### config.mk
export PLATFORM = sky130hd
export DESIGN_NAME = gpio_adc_share
export DESIGN_NICKNAME = d
export VERILOG_FILES = /design/src/rtl/gpio_adc_share.sv
export SDC_FILE = /design/constraint.sdc
export NUM_CORES = 1
export LEC_CHECK = 0
export ABC_AREA = 1
export BUFFER_PORTS_ARGS = -buffer_cell sky130_fd_sc_hd__buf_2
export CAP_MARGIN = 10
export CORE_ASPECT_RATIO = 0.7
export CORE_MARGIN = 2
export CORE_UTILIZATION = 40
export CTS_CLUSTER_SIZE = 40
export DETAILED_ROUTE_END_ITERATION = 12
export PLACE_DENSITY = 0.66
export SYNTH_ARGS = -nofsm -noshare
export SYNTH_HDL_FRONTEND = slang
export SYNTH_SLANG_ARGS = --single-unit
### constraint.sdc
create_clock -name clk -period 0.8 [get_ports clk]
set_input_delay 0.16 -clock clk [delete_from_list [all_inputs] [get_ports clk]]
set_output_delay 0.16 -clock clk [all_outputs]
set_load 0.03 [all_outputs]
### src/rtl/gpio_adc_share.sv
module gpio_adc_share #(
  parameter int WIDTH = 8,
  parameter int SEL_W = (WIDTH > 1) ? $clog2(WIDTH) : 1
) (
  input  logic             clk,
  input  logic             rst_n,
  input  logic             reg_wr,
  input  logic             reg_addr,
  input  logic [WIDTH-1:0] reg_wdata,
  output logic [WIDTH-1:0] reg_rdata,
  input  logic [WIDTH-1:0] pin_in,
  output logic [WIDTH-1:0] pin_out,
  output logic [WIDTH-1:0] pin_oe,
  input  logic [SEL_W-1:0] ana_sel,
  input  logic             ana_valid
);
  logic [WIDTH-1:0] lat_q, dir_q, sync1_q, sync2_q, claim_q, claim_d, port_rd;

  always_comb begin
    claim_d = '0;
    for (int i = 0; i < WIDTH; i++)
      if (ana_valid && ana_sel == SEL_W'(i)) claim_d[i] = 1'b1;
  end

  always_ff @(posedge clk or negedge rst_n)
    if (!rst_n) begin
      lat_q   <= '0;
      dir_q   <= '0;
      sync1_q <= '0;
      sync2_q <= '0;
      claim_q <= '0;
    end else begin
      sync1_q <= pin_in;
      sync2_q <= sync1_q;
      claim_q <= claim_d;
      if (reg_wr && !reg_addr) lat_q <= reg_wdata;
      if (reg_wr &&  reg_addr) dir_q <= reg_wdata;
    end

  genvar g;
  generate
    for (g = 0; g < WIDTH; g++) begin : g_bit
      assign port_rd[g] = claim_q[g] ? 1'b0 : (dir_q[g] ? lat_q[g] : sync2_q[g]);
    end
  endgenerate

  assign pin_oe    = dir_q & ~claim_q;
  assign pin_out   = lat_q & ~claim_q;
  assign reg_rdata = reg_addr ? dir_q : port_rd;
endmodule

* Yosys cells after proc, flatten, opt, wreduce, memory -nomap -nowiden *
Cells that the tools add are included.

storage, ports and cells
  register bits after elaboration = 40
  latch bits = 0
  memory bits (writable) = 0
  memory bits (read-only) = 0
  input port bits = 24
  memories kept = 0

operators by class
  add/subtract/negate cells = 0
  $mul = 0
  div/mod/pow operators = 0
  magnitude comparators = 0
  equal/unequal tests = 7
  shift-type cells = 0
  muxes and demuxes = 25
  bitwise logic cells = 3
  reduce and logical (&&, ||, !) cells = 12

operators by type and width
  cell                  count
  $mux W1               24
  $and A8 B8 Y8         2
  $eq A3 B3 Y1 const B  4
  $logic_and A1 B1 Y1   10
  $mux W8               1
  $not A8 Y8            1
  $eq A3 B2 Y1 const B  2
  $eq A3 B1 Y1 const B  1
  $logic_not A3 Y1      1
  $logic_not A1 Y1      1

* Depth between registers and ports, before layout *
Gate-level depths: netlist of the first run.

  word-level depth = 3
  depth in mapped cells = 6
  mapped depth without buffers = 5

* Least setup slack after synthesis of the first run *
Ideal clock, no wire load.

  path type = register -> output
  start point = reg dir_q[0]
  end point = out pin_oe[0]
  arrival time = 780 ps
  required time = 640 ps
  path slack = -140 ps
  stages on the path, launching flop included = 3
  path buffers = 0
  path through = dfrtp_1 > inv_1 > nor2_1

on the way
  word-level cells in the longest chain between the ends = 1

ends and longest elaborated chain
  what                    line  source
  from (decl)             17    logic [WIDTH-1:0] lat_q, dir_q, sync1_q, sync2_q, claim_q, claim_d, port_rd;
  from (signal assigned)  37    if (reg_wr && reg_addr) dir_q <= reg_wdata;
  $and A8 B8 Y8           47    assign pin_oe = dir_q & ~claim_q;
  to (decl)               13    output logic [WIDTH-1:0] pin_oe,

Every way passes these cells.

* Final worst setup path of the first run *
  start point = reg claim_q[4]
  end point = out reg_rdata[4]

on the way
  word-level cells in the longest chain between the ends = 2

ends and longest elaborated chain
  what                    line  source
  from (decl)             17
  from (signal assigned)  35    claim_q <= claim_d;
  $mux W1                 43    assign port_rd[g] = claim_q[g] ? 1'b0 : (dir_q[g] ? lat_q[g] : sync2_q[g]);
  $mux W8                 49    assign reg_rdata = reg_addr ? dir_q : port_rd;
  to (decl)               10    output logic [WIDTH-1:0] reg_rdata,

Every way passes these cells.

==> reports/metrics.yaml, run 1 <==
status: "finished, violations left"
failed_checks: "negative setup slack"
seq_area_frac_synth_pct: 57.5
cp-start-kind: "flop"
yosys_warnings: 0
overflow: 0
register_area_um2: 1000
final_cell_mix: "40 x dfrtp_1, 36 x nand2_1, 35 x buf_6, 32 x inv_2, 26 x nand2_2"
cpPeakStageDelay_ps: 420
powerDensity_nw_per_um2: 1970
syn_area_um2: 1740
maxCapViolCount: 0
dieArea_um2: 4910
power.net_switching_mw: 1.74
slew_headroom_pct: 83.5
drc_errors: 0
drt_wl_total_um: 3550
stdcell_count: 328
portBuffers: 47
die_height_um: 59.2
pwr-share-clk_pct: 24.3
cts_inserted_buffers: 5
area_growth_pct: 54.0
firstDrtPassIters: 3
drtIter0Drc: 70
ctsRootBufferMaster: "clkbuf_8"
maxSlewViolCount: 0
combinationalPowerShare_pct: 32.7
multi_input_area_um2: 656
p_int_mw: 3.54
setup_violations: 24
grt_pass1_vias: 1221
finalCritPeriodShare_pct: 161
hp-class: "input pin to flop"
crit_slowest_cell: "dfrtp_1"
die_width_um: 82.9
arrival_ps: 1130
fill_cells: 369
num_rows: 20
end_kind: "output port"
avgRoutedWirePerCell_um: 10.8
crit_chain: "inv_2 > nand2_2 > nand3_2 > nand2_2 > inv_2 > buf_6"
crit_type: "flop to output port"
ir_drop_mv: 1.35
yosys-top-cells-area: "dfrtp_1 57%, nand2_1 13%, inv_1 9.3%, o21ai_2 8.0%, nand3_2 3.4%"
fin_ws_ps: -490
power_leakage_nw: 1.42
clkLatencyLatePin_ps: 290
fmax_mhz: 775
final_common_cell: "dfrtp_1"
grt_max_degree: 38
hold_violations: 0
insertedDiodeCount: 0
cts_sinks: 40
final.min_clock_period_ps: 1290
vias: 1391
rsz0062_at_grt: "true"
worstMarginPinSlew_ps: 248
required_ps: 640
dp.cells: 310
cts_tree: "done"
grt_pass1_wl_um: 5730
clk_path_buf_depth: 2
core_um2: 4250
path_clk_slew_ps: 70
p_seq_share_pct: 43.1
grt_usage_pct: 15.4
layout.nets: 297
synth_nets: 215
synthCells: 191
synth_top_area_share_pct: 57.5
viasPerCell: 4.24
start_util_pct: 40.9
h-tree-depth: 2
ys_ff_latch: 40
ant_nets: 0
yosysUniqueCellTypes: 12
skew_ps: 3.78
synth_top_cell_by_area: "dfrtp_1"
swShare_pct: 32.9
avgSynthCellArea_um2: 9.12
tns_ps: -10060
antenna_found_initial: 0
boundaryPins: 48
drive_above_1_share_pct: 61.5
crit_fanout: 2
dpl.hpwl_um: 2330
globalplace.congestion: 0.750
-- layout make-up --
class / instances / share of cell area [%]
Multi-Input combinational cell: 104 / 24.5
Sequential cell: 40 / 37.3
Clock inverter: 2 / 0.467
Inverter: 44 / 6.25
Timing Repair Buffer: 78 / 26.4
Tap cell: 55 / 2.57
Clock buffer: 5 / 2.57
-- critical path: cells and delay by family (launching register included) --
| kind | cells | cell delay, ps |
|---|---|---|
| flip-flops | 1 | 420 |
| buffers and inverters | 3 | 230 |
| AND/OR/NAND/NOR | 3 | 180 |
-- per-layer routing --
metal,routed length [um],vias to the layer above,GRT usage (%)
met1,1750,637,21.8
met5,0,-,0
met3,180,2,4.74
met4,31,0,5.62
li1,-,716,-
met2,1580,36,22.6
-- synth_stat cells (all sizes together) --
library cell / n
nand2: 64
inv: 44
dfrtp: 40
nor2: 16
o21ai: 16
nand3: 8
buf: 3
-- flip-flops by register name, indices dropped and copies added, names as in the netlist --
signal	cells
dir_q	8
claim_q	8
sync2_q	8
sync1_q	8
lat_q	8
-- power by group through the flow --
| stage | registers (mW) | logic [mW] | clock network [mW] |
|---|---|---|---|
| 2_1_floorplan | 2.28 | 0.847 | 0 |
| 3_3_place_gp | 2.29 | 1.27 | 0 |
| 3_5_place_dp | 2.29 | 1.29 | 0 |
| 4_1_cts | 2.27 | 1.69 | 1.30 |
| 5_1_grt | 2.29 | 1.85 | 1.40 |
| 6_report | 2.27 | 1.72 | 1.28 |
-- repair_timing --
item	in CTS	in global routing
gates resized for setup	93	15
gates cloned	0	0
endpoints found under the setup margin	24	24
hold endpoints to repair	48	0
setup buffers	2	1
hold buffers	9	0
pin swaps	16	9
-- cell families after synthesis --
group | after synthesis | synth area share (%)
DFF | 40 | 57.5
and+or+nand+nor | 88 | 22.4
buffers and inverters | 47 | 12.1
AOI/OAI and AO/OA | 16 | 8.05
-- metrics by stage --
stage	hold WS [ps]	total power, mW	instance area [um^2]	utilization [%]	worst slack [ps]
final	133	5.28	2680	63.0	-490
after global routing	137	5.54	2680	63.0	-554
after CTS	130	5.25	2650	62.3	-500
after detailed placement	-20.8	3.58	2200	51.7	-278
after global placement	-23.1	3.56	2200	51.7	-257
after floorplan	-136	3.12	1760	-	-84.7
-- final timing paths --
check	endpoint	startpoint	slack, ps	cells after the start
worst min register to register	sync2_q[4]	sync1_q[4]	350	0
max in group asynchronous	lat_q[7]	rst_n	200	3
worst max register to register	lat_q[6]	lat_q[6]	30	3
worst max-delay path	reg_rdata[4]	claim_q[4]	-490	6
worst min-delay path	claim_q[3]	ana_sel[0]	130	3
min in group asynchronous	sync2_q[6]	rst_n	210	2
No activity file was read; power rests on OpenSTA's default activity.
==> inputs of run 2 (changes only) <==
--- a/config.mk
+++ b/config.mk
@@ -8,12 +8,12 @@
 export ABC_AREA = 1
 export BUFFER_PORTS_ARGS = -buffer_cell sky130_fd_sc_hd__buf_2
 export CAP_MARGIN = 10
-export CORE_ASPECT_RATIO = 0.7
+export CORE_ASPECT_RATIO = 0.75
 export CORE_MARGIN = 2
-export CORE_UTILIZATION = 40
+export CORE_UTILIZATION = 46
 export CTS_CLUSTER_SIZE = 40
 export DETAILED_ROUTE_END_ITERATION = 12
-export PLACE_DENSITY = 0.66
+export PLACE_DENSITY = 0.74
 export SYNTH_ARGS = -nofsm -noshare
 export SYNTH_HDL_FRONTEND = slang
 export SYNTH_SLANG_ARGS = --single-unit
==> reports/metrics.yaml, run 2 (synthesis gave the netlist of run 1 again) <==
layout.nets: 301  # +1.3%
power_leakage_nw: 1.45  # +1.7%
rrSetupSlack_ps: -50  # -80 ps
placed_cell_area_um2: 2210  # +0.51%
grt_pass1_wl_um: 6100  # +6.5%
die_height_um: 57.3  # -3.2%
crit_fanout: 3  # +1
grt_max_degree: 41  # +7.9%
powerDensity_nw_per_um2: 2000  # +1.8%
reg2reg_from: "dir_q[2]"
cts_sinks: 40  # unchanged
drt_wl_total_um: 3710  # +4.5%
hp-class: "input pin to flop"
crit_type: "flop to output port"
fmax_mhz: 772  # -0.40%
final.min_clock_period_ps: 1290  # +5.16 ps
ir_drop_mv: 1.43  # +6.1%
portBuffers: 47  # unchanged
h-tree-depth: 2  # unchanged
tns_ps: -10240  # -180 ps
p_int_mw: 3.68  # +4.1%
hold_violations: 0  # unchanged
end_kind: "output port"
failed_checks: "negative setup slack"
grt_usage_pct: 20.1  # +4.7 points
vias: 1440  # +3.5%
maxCapViolCount: 0  # unchanged
reg2reg_depth: 4  # +1
insertedDiodeCount: 0  # unchanged
drc_errors: 0  # unchanged
cts_tree: "done"
dieArea_um2: 4300  # -12%
rsz0062_at_grt: "true"
pwr-share-clk_pct: 25.7  # +1.4 points
p_seq_share_pct: 41.6  # -1.5 points
overflow: 0  # unchanged
antenna_found_initial: 0  # unchanged
maxSlewViolCount: 0  # unchanged
num_rows: 19  # -5.0%
register_area_um2: 1000  # unchanged
grt_pass1_vias: 1416  # +16%
crit_path_end: "reg_rdata[5]"
place_ws_ps: -272  # +5.53 ps
power.net_switching_mw: 1.77  # +1.7%
firstDrtPassIters: 4  # +1
ctsRootBufferMaster: "clkbuf_8"
core_um2: 3640  # -14%
worstHoldPathCells: 3  # unchanged
boundaryPins: 48  # unchanged
worstMarginPinSlew_ps: 252  # +3.99 ps
start_util_pct: 47.9  # +6.9 points
drive_above_1_share_pct: 61.5  # about the same
status: "finished, violations left"
skew_ps: 1.14  # -2.64 ps
avgRoutedWirePerCell_um: 11.2  # +3.9%
finalCritPeriodShare_pct: 162  # +0.64 points
dpl.hpwl_um: 2320  # -0.43%
required_ps: 640  # about the same
slew_headroom_pct: 83.2  # -0.27 points
combinationalPowerShare_pct: 32.6  # about the same
viasPerCell: 4.36  # +2.9%
crit_path_start: "dir_q[5]"
final_common_cell: "dfrtp_1"
arrival_ps: 1130  # about the same
ant_nets: 0  # unchanged
die_width_um: 75.1  # -9.4%
clkLatencyLatePin_ps: 290  # about the same
regToRegEndpoint: "dir_q[2]"
area_growth_pct: 56.2
multi_input_area_um2: 648  # -1.1%
path_clk_slew_ps: 80  # about the same
cts_inserted_buffers: 5  # unchanged
clk_path_buf_depth: 2  # unchanged
fill_cells: 258  # -30%
drtIter0Drc: 69  # -1.4%
final_cell_mix: "40 x dfrtp_1, 37 x nand2_1, 36 x buf_6, 32 x inv_2, 25 x nand2_2"
fin_area_um2: 2720  # +1.4%
setup_violations: 25  # +4.2%
swShare_pct: 32.4  # -0.50 points
cp-start-kind: "flop"
globalplace.congestion: 0.777  # +3.7%
fin_ws_ps: -495  # -5.16 ps
==> run 2: cell types whose count changed in the layout (fill, tap and decap cells not counted), sizes merged <==
cell      previous run  this run
buf                 69        73
clkbuf               5         6
clkinv               1         0
clkinvlp             1         2
==> run 2: metrics by stage <==
| step | hold slack, ps | instances | total power, mW | util, % |
|---|---|---|---|---|
| 6_report | 133 | 330 | 5.45 | 74.8 |
| 5_1_grt | 133 | 330 | 5.73 | 74.8 |
| 4_1_cts | 121 | 328 | 5.42 | 73.4 |
| 3_5_place_dp | 141 | 309 | 3.59 | 60.7 |
| 3_3_place_gp | 144 | 309 | 3.56 | 60.7 |
| 2_1_floorplan | -136 | 191 | 3.12 | - |
==> run 2: area by class of cell <==
class	count	area share, %
inverter	44	6.16
timing repair buffer	82	27.2
tap	52	2.39
multi-input combinational	104	23.8
clock inverter	2	0.552
sequential	40	36.8
clock buffer	6	3.04
==> run 2: per-layer routing <==
metal	vias to the layer above	GRT usage, %	wire length, um
met5	-	0	0
met4	0	7.65	38
met3	4	7.42	182
met2	36	32.2	1840
met1	676	24.8	1650
li1	724	-	-
==> run 2: worst max-delay path, stage by stage, from the launching register on <==
cell and delay, ps:
dfrtp_1 390, inv_2 80, nand2_1 50, nand3_1 80, nand2_1 70, inv_2 50, buf_6 110
==> run 2: worst min path at each step <==
stage                            end  slack [ps]       start
after floorplan           claim_q[0]        -140       rst_n
after global placement    sync2_q[7]         140       rst_n
after detailed placement  sync2_q[7]         140       rst_n
after CTS                 claim_q[3]         120  ana_sel[0]
after global routing      claim_q[1]         130  ana_sel[0]
final                     claim_q[3]         130  ana_sel[0]
==> run 2: power by group through the flow <==
stage          Combinational, mW  Clock (mW)  Sequential [mW]
2_1_floorplan              0.847           0             2.28
3_3_place_gp                1.27           0             2.29
3_5_place_dp                1.30           0             2.29
4_1_cts                     1.71        1.45             2.26
5_1_grt                     1.91        1.54             2.29
6_report                    1.78        1.40             2.27
==> run 2: what timing repair did <==
| action | in CTS | in global routing |
|---|---|---|
| pin swaps | 21 | 10 |
| hold buffers | 9 | 0 |
| setup buffers | 2 | 2 |
| gates resized for setup | 90 | 16 |
| cloned | 0 | 0 |
| hold endpoints to repair | 48 | 0 |
| endpoints found under the setup margin | 24 | 24 |
